==> config.mk <==
export PLATFORM = sky130hd
export DESIGN_NAME = key_scan_encoder
export DESIGN_NICKNAME = d
export VERILOG_FILES = /design/src/rtl/keyscan_pkg.sv /design/src/rtl/keyscan_ctrl.sv /design/src/rtl/keyscan_datapath.sv /design/src/rtl/key_scan_encoder.sv
export SDC_FILE = /design/constraint.sdc
export NUM_CORES = 1
export LEC_CHECK = 0
export BUFFER_PORTS_ARGS = -buffer_cell sky130_fd_sc_hd__buf_4
export CORE_MARGIN = 2
export CORE_UTILIZATION = 30
export DETAILED_ROUTE_END_ITERATION = 10
export PLACE_DENSITY = 0.52
export SYNTH_ARGS = -nofsm -noshare
export SYNTH_HDL_FRONTEND = slang
export SYNTH_HIERARCHICAL = 1
export SYNTH_SLANG_ARGS = --single-unit
==> constraint.sdc <==
create_clock -name clk -period 2.85 [get_ports clk]
set_input_delay 0.285 -clock clk [delete_from_list [all_inputs] [get_ports clk]]
set_output_delay 0.285 -clock clk [all_outputs]
set_load 0.02 [all_outputs]
==> src/rtl/keyscan_pkg.sv <==
package keyscan_pkg;
  typedef struct packed {
    logic shiftEn;
    logic capture;
  } scan_ctl_t;

  typedef enum logic {ST_SCAN = 1'b0, ST_HOLD = 1'b1} scan_state_t;
endpackage

==> src/rtl/keyscan_ctrl.sv <==
module keyscan_ctrl
  import keyscan_pkg::*;
(
  input  logic      clk,
  input  logic      rstN,
  input  logic      anyColLow,
  input  logic      keyReleased,
  output scan_ctl_t ctl,
  output logic      keyValid
);
  scan_state_t state, stateNext;

  always_comb begin
    ctl.shiftEn = (state == ST_SCAN) && !anyColLow;
    ctl.capture = (state == ST_SCAN) && anyColLow;
    stateNext   = state;
    case (state)
      ST_SCAN: if (anyColLow) stateNext = ST_HOLD;
      ST_HOLD: if (!anyColLow && keyReleased) stateNext = ST_SCAN;
      default: stateNext = ST_SCAN;
    endcase
  end

  always_ff @(posedge clk or negedge rstN) begin
    if (!rstN) begin
      state    <= ST_SCAN;
      keyValid <= 1'b0;
    end else begin
      state    <= stateNext;
      keyValid <= ctl.capture;
    end
  end

  AST_VALID_ONE_CYCLE: assert property (@(posedge clk) disable iff (!rstN)
    keyValid |=> !keyValid);
  AST_WAIT_WHILE_LOW: assert property (@(posedge clk) disable iff (!rstN)
    (state == ST_HOLD && anyColLow) |=> (state == ST_HOLD));
  AST_WAIT_UNTIL_RELEASE: assert property (@(posedge clk) disable iff (!rstN)
    (state == ST_HOLD && !keyReleased) |=> (state == ST_HOLD));
endmodule

==> src/rtl/keyscan_datapath.sv <==
module keyscan_datapath
  import keyscan_pkg::*;
#(
  parameter int ROWS = 8,
  parameter int COLS = 8,
  localparam int RW = $clog2(ROWS),
  localparam int CW = $clog2(COLS)
) (
  input  logic            clk,
  input  logic            rstN,
  input  scan_ctl_t       ctl,
  input  logic [COLS-1:0] colSenseN,
  output logic [ROWS-1:0] rowDriveN,
  output logic            anyColLow,
  output logic [RW+CW-1:0] keyCode
);
  localparam logic [ROWS-1:0] RingInit = {{(ROWS-1){1'b1}}, 1'b0};

  logic [ROWS-1:0] ringQ;
  logic [RW-1:0]   rowIdx;
  logic [CW-1:0]   colIdx;

  // Lowest-numbered low column wins: scan downward so the last hit is the lowest.
  always_comb begin
    colIdx = '0;
    for (int i = COLS - 1; i >= 0; i--) begin
      if (!colSenseN[i]) colIdx = CW'(i);
    end
  end

  always_comb begin
    rowIdx = '0;
    for (int i = ROWS - 1; i >= 0; i--) begin
      if (!ringQ[i]) rowIdx = RW'(i);
    end
  end

  assign anyColLow = ~&colSenseN;
  assign rowDriveN = ringQ;

  always_ff @(posedge clk or negedge rstN) begin
    if (!rstN) begin
      ringQ   <= RingInit;
      keyCode <= '0;
    end else begin
      if (ctl.shiftEn) ringQ <= {ringQ[ROWS-2:0], ringQ[ROWS-1]};
      if (ctl.capture) keyCode <= {rowIdx, colIdx};
    end
  end

  AST_SINGLE_LOW_ROW: assert property (@(posedge clk) disable iff (!rstN)
    $countones(~rowDriveN) == 1);
  AST_RING_FROZEN: assert property (@(posedge clk) disable iff (!rstN)
    ctl.capture |=> $stable(rowDriveN));
  AST_CAPTURE_NEEDS_COL: assert property (@(posedge clk) disable iff (!rstN)
    ctl.capture |-> anyColLow);
endmodule

==> src/rtl/key_scan_encoder.sv <==
module key_scan_encoder
  import keyscan_pkg::*;
#(
  parameter int ROWS = 8,
  parameter int COLS = 8,
  localparam int CODE_W = $clog2(ROWS) + $clog2(COLS)
) (
  input  logic              clk,
  input  logic              rstN,
  input  logic [COLS-1:0]   colSenseN,
  input  logic              keyReleased,
  output logic [ROWS-1:0]   rowDriveN,
  output logic [CODE_W-1:0] keyCode,
  output logic              keyValid
);
  scan_ctl_t ctl;
  logic      anyColLow;

  keyscan_ctrl i_ctrl (
    .clk(clk), .rstN(rstN), .anyColLow(anyColLow),
    .keyReleased(keyReleased), .ctl(ctl), .keyValid(keyValid)
  );

  keyscan_datapath #(.ROWS(ROWS), .COLS(COLS)) i_dp (
    .clk(clk), .rstN(rstN), .ctl(ctl), .colSenseN(colSenseN),
    .rowDriveN(rowDriveN), .anyColLow(anyColLow), .keyCode(keyCode)
  );
endmodule

# Word-level counts from Yosys, hierarchy flattened
# Cells that the tools add are included.
# W data, S select, Z words.
[word_totals] output_inout_bits=15 latchBits=0 reg_bits=16 rom_bits=0 ramBits=0 mem_count=0
[op_classes] n_eq_ne=0 magnitude_cmp=0 n_reduce_logical=5 div_mod_pow=0 shift=0 bitwise_logic=1 n_addsub=0 mux=19 n_mul=0
[op_table] op="$mux W3" count=16
[op_table] op="$reduce_and A8 Y1" count=1
[op_table] op="$logic_and A1 B1 Y1" count=3
[op_table] op="$mux W1" count=2
[op_table] op="$pmux W1 S2" count=1
[op_table] op="$logic_not A1 Y1" count=1
[op_table] op="$not A1 Y1" count=1

# Depth between registers and ports, before layout
# Gate-level depths: netlist of run 1.
[logic_depth] ltp_word=8 mapped_depth=6

# Cells and area by module
# The synthesis of run 1 kept the hierarchy.
[modules_own_cells] module="keyscan_datapath" n_inst=1 seq_area_each_um2=359.1 area_per_inst_um2=658.1 cells_each=58
[modules_own_cells] module="keyscan_ctrl" n_inst=1 seq_area_each_um2=50.0 area_per_inst_um2=71.3 cells_each=6

# Worst setup path before layout of run 1
# Ideal clock, no wire load.
[synth_timing] kind="input port to flip-flop" startpoint="input port colSenseN[4]" endpoint="register i_dp.keyCode[3]" setup_time_ps=132 t_arrival_ps=1153 setup_slack_ps=1564 stages=6 path_buffers=1 required_ps=2718 path_cell_list="and4_1 -> nand2_1 -> nor2b_1 -> buf_4 -> mux2i_1 -> a31oi_1"
[synth_rtl] element="start, declared" line_no="key_scan_encoder.sv:10" text="input logic [COLS-1:0] colSenseN,"
[synth_rtl] element="end signal, assigned" line_no="keyscan_datapath.sv:47" text="if (ctl.capture) keyCode <= {rowIdx, colIdx};"
[synth_rtl] element="end, declared" line_no="keyscan_datapath.sv:15" text="output logic [RW+CW-1:0] keyCode"

==> metrics.yaml, run 1 <==
outcome:
  status: "finished, final reports clean"
yosys:
  post_synth_instance_area_um2: 729
  synth_cells: 64
  synth_fa_ha_area_frac: 0
  most_area_consuming_cells_after_synthesis: "dfrtp_1, dfstp_2, mux2_2, nand2_1, a31oi_1"
  mappedNetlistNets: 75
  synth-edff-count: 0
  ys_seq_elements: 16
  synth.largest_area_cell: "dfrtp_1"
  synth_top_cells_by_count: "dfrtp_1, mux2_2, nand2_1"
  asyncSetResetFlopFracSynth: 1.00
  synth-compound-area-share: 0.111
  largest_family_of_logic_cells_by_synthesized_area: "multiplexers"
  syn_area_per_cell_um2: 11.4
  synth_top_area_frac: 0.309
  synth_top_flop_cell: "dfrtp_1"
  yosys-mux-area-fraction: 0.151
  synthMostInstantiatedCell: "dfrtp_1"
  register_area_share_after_synthesis: 0.561
  yosys.area_share.xor_xnor: 0
  yosys.area_share.simple: 0.129
  yosys_warnings: 6
  library_cells_used_by_synthesis: 20
final_layout:
  finalNonFillerCells: 120
  area_growth_pct: 35.2
  antenna_cells_inserted: 0
  drive_above_1_share: 0.478
  nets: 104
power_and_ir_drop:
  power.clock.fraction: 0.356
  sequentialPowerShare: 0.562
  switching_share: 0.212
  comb_power_share: 0.082
  cell_internal_pwr_w: 0.000325
  cellPowerDensity_nw_per_um2: 418
  power.switching_w: 0.0000875
  static-leakage-power_nw: 0.456
  irDropWorstVdd_mv: 0.198
timing:
  headroom_to_the_max_slew_limit: 0.465
  grt_setup_unrepaired: "false"
  finalSetupViolations: 0
  fmax_mhz: 629
  final_period_utilization: 0.557
  finalClockSkew_ns: 0.00356
  finalMaxSlewViolations: 0
  finalHoldViolCount: 0
  timing_worst_slew_pin_value_ns: 0.801
  final_period_minus_worst_setup_slack_ns: 1.59
  tns_ns: 0
cts:
  buffers_from_clock_root_to_sink_at_most: 2
  clock_tree.htree_level_count: 1
  ctsRootBufferMaster: "clkbuf_4"
  tritoncts.num_buffers: 3
  clk_pin_slew_ns: 0.09
  insertion_delay_ns: 0.28
  tritoncts: "built"
  post_cts_resize_count: 0
  numClockSinks: 16
die:
  die_height_um: 53.3
  die_footprint_um2: 2840
  design.core.area_um2: 2250
  die-width_um: 53.3
  fp_rows: 17
  starting_density_of_the_core: 0.324
  io-pin-count: 26
setup_path:
  cp_data_required_time_ns: 3.02
  criticalPathCategory: "input pin to flip-flop"
  critical_path.startpoint_type: "input pin"
  critical_path_peak_fanout: 12
  critical_path_arrival_ns: 1.76
  worstSetupEndpointType: "flip-flop"
global_route:
  grt_pass1_vias: 602
  met3_global_route_usage: 0.0452
  grt_max_degree: 17
  grt_antenna_before_repair: 0
  grt-ovfl-total: 0
  grt-busiest-layer: "met2"
  grt_usage: 0.129
  met1_capacity_usage_during_global_routing: 0.163
  wire_length_of_the_first_global_routing_pass_mm: 2.64
  gr-usage-met2: 0.189
detailed_routing:
  number_of_iterations_in_the_first_detailed_routing_pass: 4
  drc_errors: 0
  drt-wirelength-per-cell_um: 12.4
  avgViaCountPerCell: 4.78
  count_of_vias_placed_by_the_detailed_router: 574
  initialDrtViolationCount: 6
  antenna_left: 0
  wirelength_mm: 1.49
placed_design:
  io_buffers: 25
  placedCellCount: 115
  hpwlAfterDp_mm: 1.13
  gpl.final_weighted_congestion: 0.715
job:
  cap_viol_max_count: 0
min_path:
  holdCritPathClass: "input pin to flip-flop"
power by group through the flow:
stage,Combinational (W),Sequential [W],Clock [W]
floorplan,0.00000662,0.000239,0
global placement,0.0000330,0.000236,0
detailed placement,0.0000332,0.000236,0
CTS,0.0000344,0.000232,0.000156
global route,0.0000380,0.000233,0.000163
finish,0.0000338,0.000232,0.000147
what timing repair did:
action                    4_1_cts  5_1_grt
hold buffers                    1        0
hold endpoints to repair        9        0
setup buffers                   0        0
routing by layer:
metal,wire length [µm],vias up
li1,-,290
met1,751,268
met2,639,14
met3,80,2
met4,14,0
met5,0,-
cell type report:
class / instances / area [µm²]
clock buffer: 4 / 36.3
fill: 224 / 1270
inverter: 6 / 22.5
multi-input combinational: 40 / 285
sequential: 16 / 409
tap: 28 / 35.0
timing repair buffer: 26 / 198
flip-flops by register name, indices dropped and copies added, names as in the netlist:
register	cells
i_dp/rowDriveN	8
i_dp/keyCode	6
i_ctrl/keyValid	1
i_ctrl/state	1
path summary, 6_finish.rpt:
path	start	end	slack [ns]	cells past startpoint
setup / recovery	colSenseN[4]	i_dp/keyCode[5]$_DFFE_PN0P_	1.26	5
hold / removal	colSenseN[1]	i_dp/keyCode[0]$_DFFE_PN0P_	0.19	2
setup reg to reg	i_ctrl/state$_DFF_PN0_	i_dp/keyCode[5]$_DFFE_PN0P_	1.30	2
hold reg to reg	i_ctrl/state$_DFF_PN0_	i_ctrl/state$_DFF_PN0_	0.52	1
max in group asynchronous	rstN	i_dp/rowDriveN[4]$_DFFE_PN1P_	2.22	2
min in group asynchronous	rstN	i_dp/rowDriveN[0]$_DFFE_PN0P_	0.39	2
through the flow:
step                hold WS [ns]  setup WS, ns  cell area [µm²]   util  total power [W]
floorplan                -0.0106          1.56              729      -         0.000246
detailed placement         0.154         0.958              940  0.417         0.000269
finish                     0.194          1.26              986  0.437         0.000413
global route               0.190          1.14              986  0.437         0.000434
CTS                        0.178          1.28              986  0.437         0.000422
global placement           0.153         0.986              940  0.417         0.000269
cells by family (layout without fill, tap and decap cells):
logic type,count (synthesis),count (layout)
AND/OR/NAND/NOR,18,18
AO/OA/AOI/OAI,12,12
multiplexers,10,10
flip-flops,16,16
buffers and inverters,8,36
critical path: stages:
cell and delay, ns:
buf_4 0.12, and4_1 0.20, nand2_1 0.10, nor2b_1 0.65, mux2_2 0.41
cells in the final DEF (no fill, tap or decap):
master / instances
nand3_1: 2
nor2b_1: 3
nand4_1: 1
mux2_2: 8
dlygate4sd3_1: 1
dfrtp_1: 9
nand3b_1: 1
o22ai_1: 2
nor2_1: 1
and4_1: 2
clkbuf_8: 1
inv_1: 6
dfstp_2: 7
o21ai_0: 2
clkbuf_4: 3
a41oi_1: 1
a21o_1: 1
buf_4: 25
o221ai_1: 2
a31oi_1: 4
nand2_1: 8
mux2i_1: 2
No activity file was read; power rests on OpenSTA's default activity.
==> run 2, diff against run 1 <==
ABC_AREA = 1   (was default)
clock period = 1.51 ns   (was 2.85 ns; I/O delays follow)
==> run 2 against run 1 <==
Via count rose by 13%. Global-route usage rose by 0.27 points. Die area did not move. Wire length rose by 1.7%. Area after synthesis did not move.
==> metrics.yaml, run 2 <==
final_layout:
  postLayoutCellArea_um2: 988  # was 986 µm²
  utilization: 0.438  # was 0.437
  antenna_cells_inserted: 0  # unchanged
  area_growth_pct: 35.5  # was 35.2%
  most_common_cell_after_layout_fill_and_taps_aside: "nand2_1"  # was buf_4
  finalNonFillerCells: 147  # was 120
  layout.filler_cells: 252  # was 224
  highest_count_cells_in_the_layout_ignoring_fill_and_taps: "nand2_1, buf_4, inv_1"  # was buf_4, dfrtp_1, nand2_1, mux2_2, dfstp_2
  nets: 131  # was 104
  max_reg_flops: 8  # unchanged
  drive_above_1_share: 0.328  # was 0.478
setup_path:
  worstReg2RegStart: "i_ctrl/state$_DFF_PN0_"  # unchanged
  critical_path_origin: "i_dp/rowDriveN[4]$_DFFE_PN1P_"  # was colSenseN[4]
  worst_path_dominant_cell_family: "flip-flops"  # was simple AND/OR/NAND/NOR gates
  cp_data_required_time_ns: 1.36  # was 3.02 ns
  critical_path_buf_inv_count: 1  # unchanged
  cp_cell_sequence: "buf_4"  # was buf_4, and4_1, nand2_1, nor2b_1, mux2_2
  worstSetupEndpointType: "primary output"  # was flip-flop
  critical_path_peak_fanout: 6  # was 12
  max_stage_delay_ns: 0.59  # was 0.65 ns
  criticalPathCategory: "flip-flop to primary output"  # was input pin to flip-flop
  critical_path.slowest_cell: "dfstp_2"  # was nor2b_1
  setup.reg_to_reg.worst_slack_ns: 0.36  # was 1.30 ns
  critical_path.startpoint_type: "flip-flop"  # was input pin
  critical_path_arrival_ns: 1.02  # was 1.76 ns
detailed_routing:
  drc_errors: 0  # unchanged
  count_of_vias_placed_by_the_detailed_router: 649  # was 574
  initialDrtViolationCount: 5  # was 6
  wirelength_mm: 1.51  # was 1.49 mm
  number_of_iterations_in_the_first_detailed_routing_pass: 4  # unchanged
  avgViaCountPerCell: 4.41  # was 4.78
  drt-wirelength-per-cell_um: 10.3  # was 12.4 µm
  antenna_left: 0  # unchanged
yosys:
  synth_top_area_frac: 0.309  # unchanged
  synth_top_cells_by_count: "nand2_1, inv_1, dfrtp_1"  # was dfrtp_1, mux2_2, nand2_1
  synth_fa_ha_area_frac: 0  # unchanged
  synth_top_flop_cell: "dfrtp_1"  # unchanged
  synth_cells: 89  # was 64
  largest_family_of_logic_cells_by_synthesized_area: "simple AND/OR/NAND/NOR gates"  # was multiplexers
  yosys.area_share.xor_xnor: 0  # unchanged
  register_area_share_after_synthesis: 0.561  # unchanged
  synth-compound-area-share: 0.115  # was 0.111
  library_cells_used_by_synthesis: 15  # was 20
  ys_seq_elements: 16  # unchanged
  yosys_warnings: 6  # unchanged
  asyncSetResetFlopFracSynth: 1.00  # unchanged
  syn_area_per_cell_um2: 8.20  # was 11.4 µm²
  mappedNetlistNets: 100  # was 75
  synth-edff-count: 0  # unchanged
  synthMostInstantiatedCell: "nand2_1"  # was dfrtp_1
  synth.largest_area_cell: "dfrtp_1"  # unchanged
  post_synth_instance_area_um2: 729  # unchanged
  yosys-mux-area-fraction: 0  # was 0.151
  most_area_consuming_cells_after_synthesis: "dfrtp_1, dfstp_2, nand2_1, inv_1, nor2_1"  # was dfrtp_1, dfstp_2, mux2_2, nand2_1, a31oi_1
  yosys.area_share.simple: 0.252  # was 0.129
placed_design:
  preCtsSetupSlack_ns: 0.196  # was 0.958 ns
  hpwlAfterDp_mm: 1.16  # was 1.13 mm
  io_buffers: 25  # unchanged
  gpl.final_weighted_congestion: 0.729  # was 0.715
  dpl-instance-area_um2: 952  # was 940 µm²
  placedCellCount: 142  # was 115
cts:
  ctsRootBufferMaster: "clkbuf_4"  # unchanged
  numClockSinks: 16  # unchanged
  tritoncts.num_buffers: 3  # unchanged
  buffers_from_clock_root_to_sink_at_most: 2  # unchanged
  tritoncts: "built"  # unchanged
  post_cts_resize_count: 0  # unchanged
  clock_tree.htree_level_count: 1  # unchanged
  clk_pin_slew_ns: 0.10  # was 0.09 ns
  insertion_delay_ns: 0.28  # about the same
die:
  die-width_um: 53.3  # unchanged
  design.core.area_um2: 2250  # unchanged
  fp_rows: 17  # unchanged
  die_height_um: 53.3  # unchanged
  starting_density_of_the_core: 0.324  # unchanged
  io-pin-count: 26  # unchanged
  die_footprint_um2: 2840  # unchanged
job:
  cap_viol_max_count: 0  # unchanged
timing:
  finalClockSkew_ns: 0.00293  # was 0.00356 ns
  final_period_minus_worst_setup_slack_ns: 1.18
  final_period_utilization: 0.779
  timing_worst_slew_pin_value_ns: 0.242  # was 0.801 ns
  fmax_mhz: 850
  headroom_to_the_max_slew_limit: 0.838  # was 0.465
  grt_setup_unrepaired: "false"  # unchanged
  finalWorstSetupSlack_ns: 0.334  # was 1.26 ns
  finalHoldViolCount: 0  # unchanged
  finalSetupViolations: 0  # unchanged
  tns_ns: 0  # unchanged
  finalMaxSlewViolations: 0  # unchanged
power_and_ir_drop:
  cellPowerDensity_nw_per_um2: 749  # was 418 nW/µm²
  static-leakage-power_nw: 0.558  # was 0.456 nW
  irDropWorstVdd_mv: 0.323  # was 0.198 mV
outcome:
  status: "finished, final reports clean"  # unchanged
global_route:
  grt_antenna_before_repair: 0  # unchanged
  grt_usage: 0.132  # was 0.129
  grt-ovfl-total: 0  # unchanged
  grt_max_degree: 17  # unchanged
  wire_length_of_the_first_global_routing_pass_mm: 2.71  # was 2.64 mm
  grt_pass1_vias: 658  # was 602
min_path:
  holdCritPathClass: "input pin to flip-flop"  # unchanged
  hold_path_origin: "keyReleased"  # was colSenseN[1]
## run 2: cell count changes after synthesis, sizes merged, moves of 2 or more
cell,change
a21oi,+4
a31oi,-3
and4,-2
inv,+6
mux2,-8
mux2i,-2
nand2,+28
nor2,+6
nor2b,-3
o21ai,+3
o221ai,-2
o22ai,-2
## run 2: where the power goes
part	switching [W]	leakage, nW	internal, W	total [W]
clock	0.000135	0.0150	0.000102	0.000237
sequential	0.00000333	0.191	0.000435	0.000438
combinational	0.0000330	0.352	0.0000316	0.0000645
## run 2: logic make-up after synthesis
logic type	count (synthesis)
AO/OA/AOI/OAI	13
buffers and inverters	13
flip-flops	16
AND/OR/NAND/NOR	47
## run 2: layout make-up
cell class                 instances  area (µm²)  area share
tap                               28        35.0      0.0354
multi-input combinational         60         268       0.271
sequential                        16         409       0.414
clock buffer                       4        26.3      0.0266
timing repair buffer              27         205       0.208
inverter                          12        45.0      0.0456
## run 2: path summary, 6_finish.rpt
kind,to,cells after the start
max,rowDriveN[4],1
min,i_ctrl/state$_DFF_PN0_,2
max reg2reg,i_dp/keyCode[2]$_DFFE_PN0P_,5
min reg2reg,i_dp/keyCode[1]$_DFFE_PN0P_,2
max in group asynchronous,i_dp/rowDriveN[1]$_DFFE_PN1P_,2
min in group asynchronous,i_dp/rowDriveN[0]$_DFFE_PN0P_,2
## run 2: per-layer routing
metal	share of wire	track usage	vias to the layer above	routed length (µm)
met2	0.48	0.214	17	725
met4	0.013	0.0641	0	19
met5	0	0	-	0
li1	-	-	337	-
met3	0.035	0.0254	2	53
met1	0.47	0.166	293	713
## run 2: what timing repair did
item                       4_1_cts  5_1_grt
buffers inserted                 0        0
hold buffers                     1        0
hold endpoints to repair        16        0
setup endpoints to repair        0        0
## run 2: per-stage QoR
stage               power [W]  hold WS, ns
global route         0.000782       0.0247
detailed placement   0.000510       0.0233
floorplan            0.000466       -0.145
global placement     0.000510       0.0248
CTS                  0.000756       0.0209
finish               0.000740       0.0340
==> run 3, diff against run 2 <==
PLACE_DENSITY = 0.54   (was 0.52)
clock period = 1 ns   (was 1.51 ns; I/O delays follow)
==> run 3 against run 2 <==
The run now ends with negative setup slack left. Count of clock-buffer cells in the layout unchanged. Non-clock buffer count up 23. Sequential share of layout area is 11 points lower. Core utilization rose by 16 points. Critical path type is now flip-flop to flip-flop. Setup slack worse by 0.47 ns. Global-route usage increased by 1.0 points. Clock power up 43%. Die area is the same. First-iteration DRC count did not move. Cell count up 16%. Register-to-register slack got worse by 0.50 ns.
==> metrics.yaml, run 3 (synthesis gave the netlist of run 2 again) <==
cts:
  clock_tree.htree_level_count: 1  # unchanged
  tritoncts: "built"  # unchanged
  clk_pin_slew_ns: 0.09  # was 0.10 ns
  numClockSinks: 16  # unchanged
  buffers_from_clock_root_to_sink_at_most: 2  # unchanged
  insertion_delay_ns: 0.27  # was 0.28 ns
  ctsRootBufferMaster: "clkbuf_4"  # unchanged
  tritoncts.num_buffers: 3  # unchanged
global_route:
  grt_max_degree: 17  # unchanged
  grt_antenna_before_repair: 0  # unchanged
  grt-ovfl-total: 0  # unchanged
  grt_usage: 0.142  # was 0.132
  grt_pass1_vias: 725  # was 658
  wire_length_of_the_first_global_routing_pass_mm: 2.89  # was 2.71 mm
die:
  io-pin-count: 26  # unchanged
  design.core.area_um2: 2250  # unchanged
  fp_rows: 17  # unchanged
  die_height_um: 53.3  # unchanged
  starting_density_of_the_core: 0.324  # unchanged
  die-width_um: 53.3  # unchanged
  die_footprint_um2: 2840  # unchanged
setup_path:
  max_stage_delay_ns: 0.57  # was 0.59 ns
  path_depth: 9  # was 1
  cp-endpoint: "i_dp/keyCode[3]$_DFFE_PN0P_"  # was rowDriveN[4]
  worst_r2r_endpoint: "i_dp/keyCode[3]$_DFFE_PN0P_"  # was i_dp/keyCode[2]$_DFFE_PN0P_
  worst_path_most_repeated_cell: "nand2_1"
  worstSetupEndpointType: "flip-flop"  # was primary output
  setup.reg_to_reg.worst_slack_ns: -0.14  # was 0.36 ns
  critical_path_peak_fanout: 3  # was 6
  cp_cell_sequence: "inv_2, nand2_2, nand2_2, nand2_2, nand2_1, nand2_1, nand2_1, nand2_1, nand2_1"  # was buf_4
  cp_data_required_time_ns: 1.17  # was 1.36 ns
  worstReg2RegStart: "i_dp/rowDriveN[7]$_DFFE_PN1P_"  # was i_ctrl/state$_DFF_PN0_
  critical_path.startpoint_type: "flip-flop"  # unchanged
  r2r.worst_path.cells: 9  # was 5
  critical_path_arrival_ns: 1.31  # was 1.02 ns
  criticalPathCategory: "flip-flop to flip-flop"  # was flip-flop to primary output
  critical_path_buf_inv_count: 1  # unchanged
  critical_path_origin: "i_dp/rowDriveN[7]$_DFFE_PN1P_"  # was i_dp/rowDriveN[4]$_DFFE_PN1P_
  worst_path_dominant_cell_family: "flip-flops"  # unchanged
  critical_path.slowest_cell: "dfstp_2"  # unchanged
final_layout:
  antenna_cells_inserted: 0  # unchanged
  most_common_cell_after_layout_fill_and_taps_aside: "buf_4"  # was nand2_1
  highest_count_cells_in_the_layout_ignoring_fill_and_taps: "buf_4, nand2_1, buf_6"  # was nand2_1, buf_4, inv_1
  nets: 154  # was 131
  area_growth_pct: 85.4  # was 35.5%
  drive_above_1_share: 0.620  # was 0.328
  max_reg_flops: 8  # unchanged
  layout.filler_cells: 204  # was 252
placed_design:
  gpl.final_weighted_congestion: 0.703  # was 0.729
  hpwlAfterDp_mm: 1.24  # was 1.16 mm
  preCtsSetupSlack_ns: -0.176  # was 0.196 ns
  io_buffers: 25  # unchanged
timing:
  finalHoldViolCount: 0  # unchanged
  finalSetupViolations: 18  # was 0
  timing_worst_slew_pin_value_ns: 0.212  # was 0.242 ns
  fmax_mhz: 879
  finalMaxSlewViolations: 0  # unchanged
  final_period_utilization: 1.14
  finalWorstSetupSlack_ns: -0.138  # was 0.334 ns
  finalHoldWorstSlack_ns: 0.148  # was 0.0340 ns
  grt_setup_unrepaired: "true"  # was false
  final_period_minus_worst_setup_slack_ns: 1.14
  headroom_to_the_max_slew_limit: 0.859  # was 0.838
  finalClockSkew_ns: 0.00136  # was 0.00293 ns
detailed_routing:
  drc_errors: 0  # unchanged
  antenna_left: 0  # unchanged
  initialDrtViolationCount: 5  # unchanged
  wirelength_mm: 1.82  # was 1.51 mm
  avgViaCountPerCell: 4.54  # was 4.41
  count_of_vias_placed_by_the_detailed_router: 771  # was 649
  drt-wirelength-per-cell_um: 10.7  # was 10.3 µm
  number_of_iterations_in_the_first_detailed_routing_pass: 4  # unchanged
outcome:
  status: "finished with violations"  # was finished, final reports clean
  violations_in_the_final_reports: "negative setup slack"
power_and_ir_drop:
  irDropWorstVdd_mv: 0.592  # was 0.323 mV
  cellPowerDensity_nw_per_um2: 833  # was 749 nW/µm²
  static-leakage-power_nw: 0.752  # was 0.558 nW
min_path:
  holdCritPathClass: "input pin to flip-flop"  # unchanged
  hold_path_origin: "colSenseN[2]"  # was keyReleased
job:
  cap_viol_max_count: 0  # unchanged
==> run 3: cell type report <==
| class | instances | area (µm²) | area share |
|---|---|---|---|
| multi-input cells | 60 | 380 | 0.281 |
| repair buffers | 50 | 455 | 0.337 |
| well taps | 28 | 35.0 | 0.0259 |
| flip-flops and latches | 16 | 410 | 0.303 |
| inverters | 12 | 45.0 | 0.0333 |
| clock buffers | 4 | 26.3 | 0.0194 |
==> run 3: tightest hold or removal path: stages <==
cell	delay [ns]
buf_4	0.09
nand2_1	0.05
nand2_1	0.06
nand2_1	0.05
nand2_1	0.05
==> run 3: power breakdown <==
part           total [W]  internal [W]  leakage (nW)  switching, W
Combinational   0.000125     0.0000676         0.548     0.0000572
Sequential      0.000662      0.000657         0.189    0.00000497
Clock           0.000340      0.000154        0.0150      0.000185
==> run 3: how the worst min path moves through the flow <==
stage / to / slack [ns] / cells past startpoint
6_report: i_dp/keyCode[0]$_DFFE_PN0P_ / 0.15 / 5
5_1_grt: i_dp/keyCode[2]$_DFFE_PN0P_ / 0.17 / 4
4_1_cts: i_dp/keyCode[0]$_DFFE_PN0P_ / 0.14 / 5
3_5_place_dp: i_dp/keyCode[3]$_DFFE_PN0P_ / -0.03 / 1
3_3_place_gp: i_dp/rowDriveN[0]$_DFFE_PN0P_ / -0.03 / 1
2_1_floorplan: i_ctrl/keyValid$_DFF_PN0_ / -0.20 / 0
==> run 3: routing by layer <==
metal  up-vias  global-route usage  routed length [µm]
met5         -                   0                   0
met4         0              0.0897                  27
met3         2              0.0254                  81
met2        20               0.228                 892
met1       364               0.173                 814
li1        385                   -                   -
==> run 3: repair_timing <==
action / CTS / global route
pin swaps: 3 / 10
gates resized for setup: 19 / 29
hold buffers: 2 / 0
cloned: 0 / 1
setup buffers: 5 / 3
endpoints found under the setup margin: 19 / 22
hold endpoints to repair: 17 / 0
==> run 3: stage by stage <==
stage / utilization / total power [W] / area, µm² / TNS [ns] / instances
after floorplan: - / 0.000705 / 737 / -0.146 / 89
after global placement: 0.481 / 0.000788 / 1080 / -1.07 / 157
after detailed placement: 0.481 / 0.000789 / 1080 / -1.50 / 157
after CTS: 0.543 / 0.00115 / 1220 / -0.957 / 167
final: 0.600 / 0.00113 / 1350 / -1.51 / 170
after global routing: 0.600 / 0.00119 / 1350 / -2.37 / 170
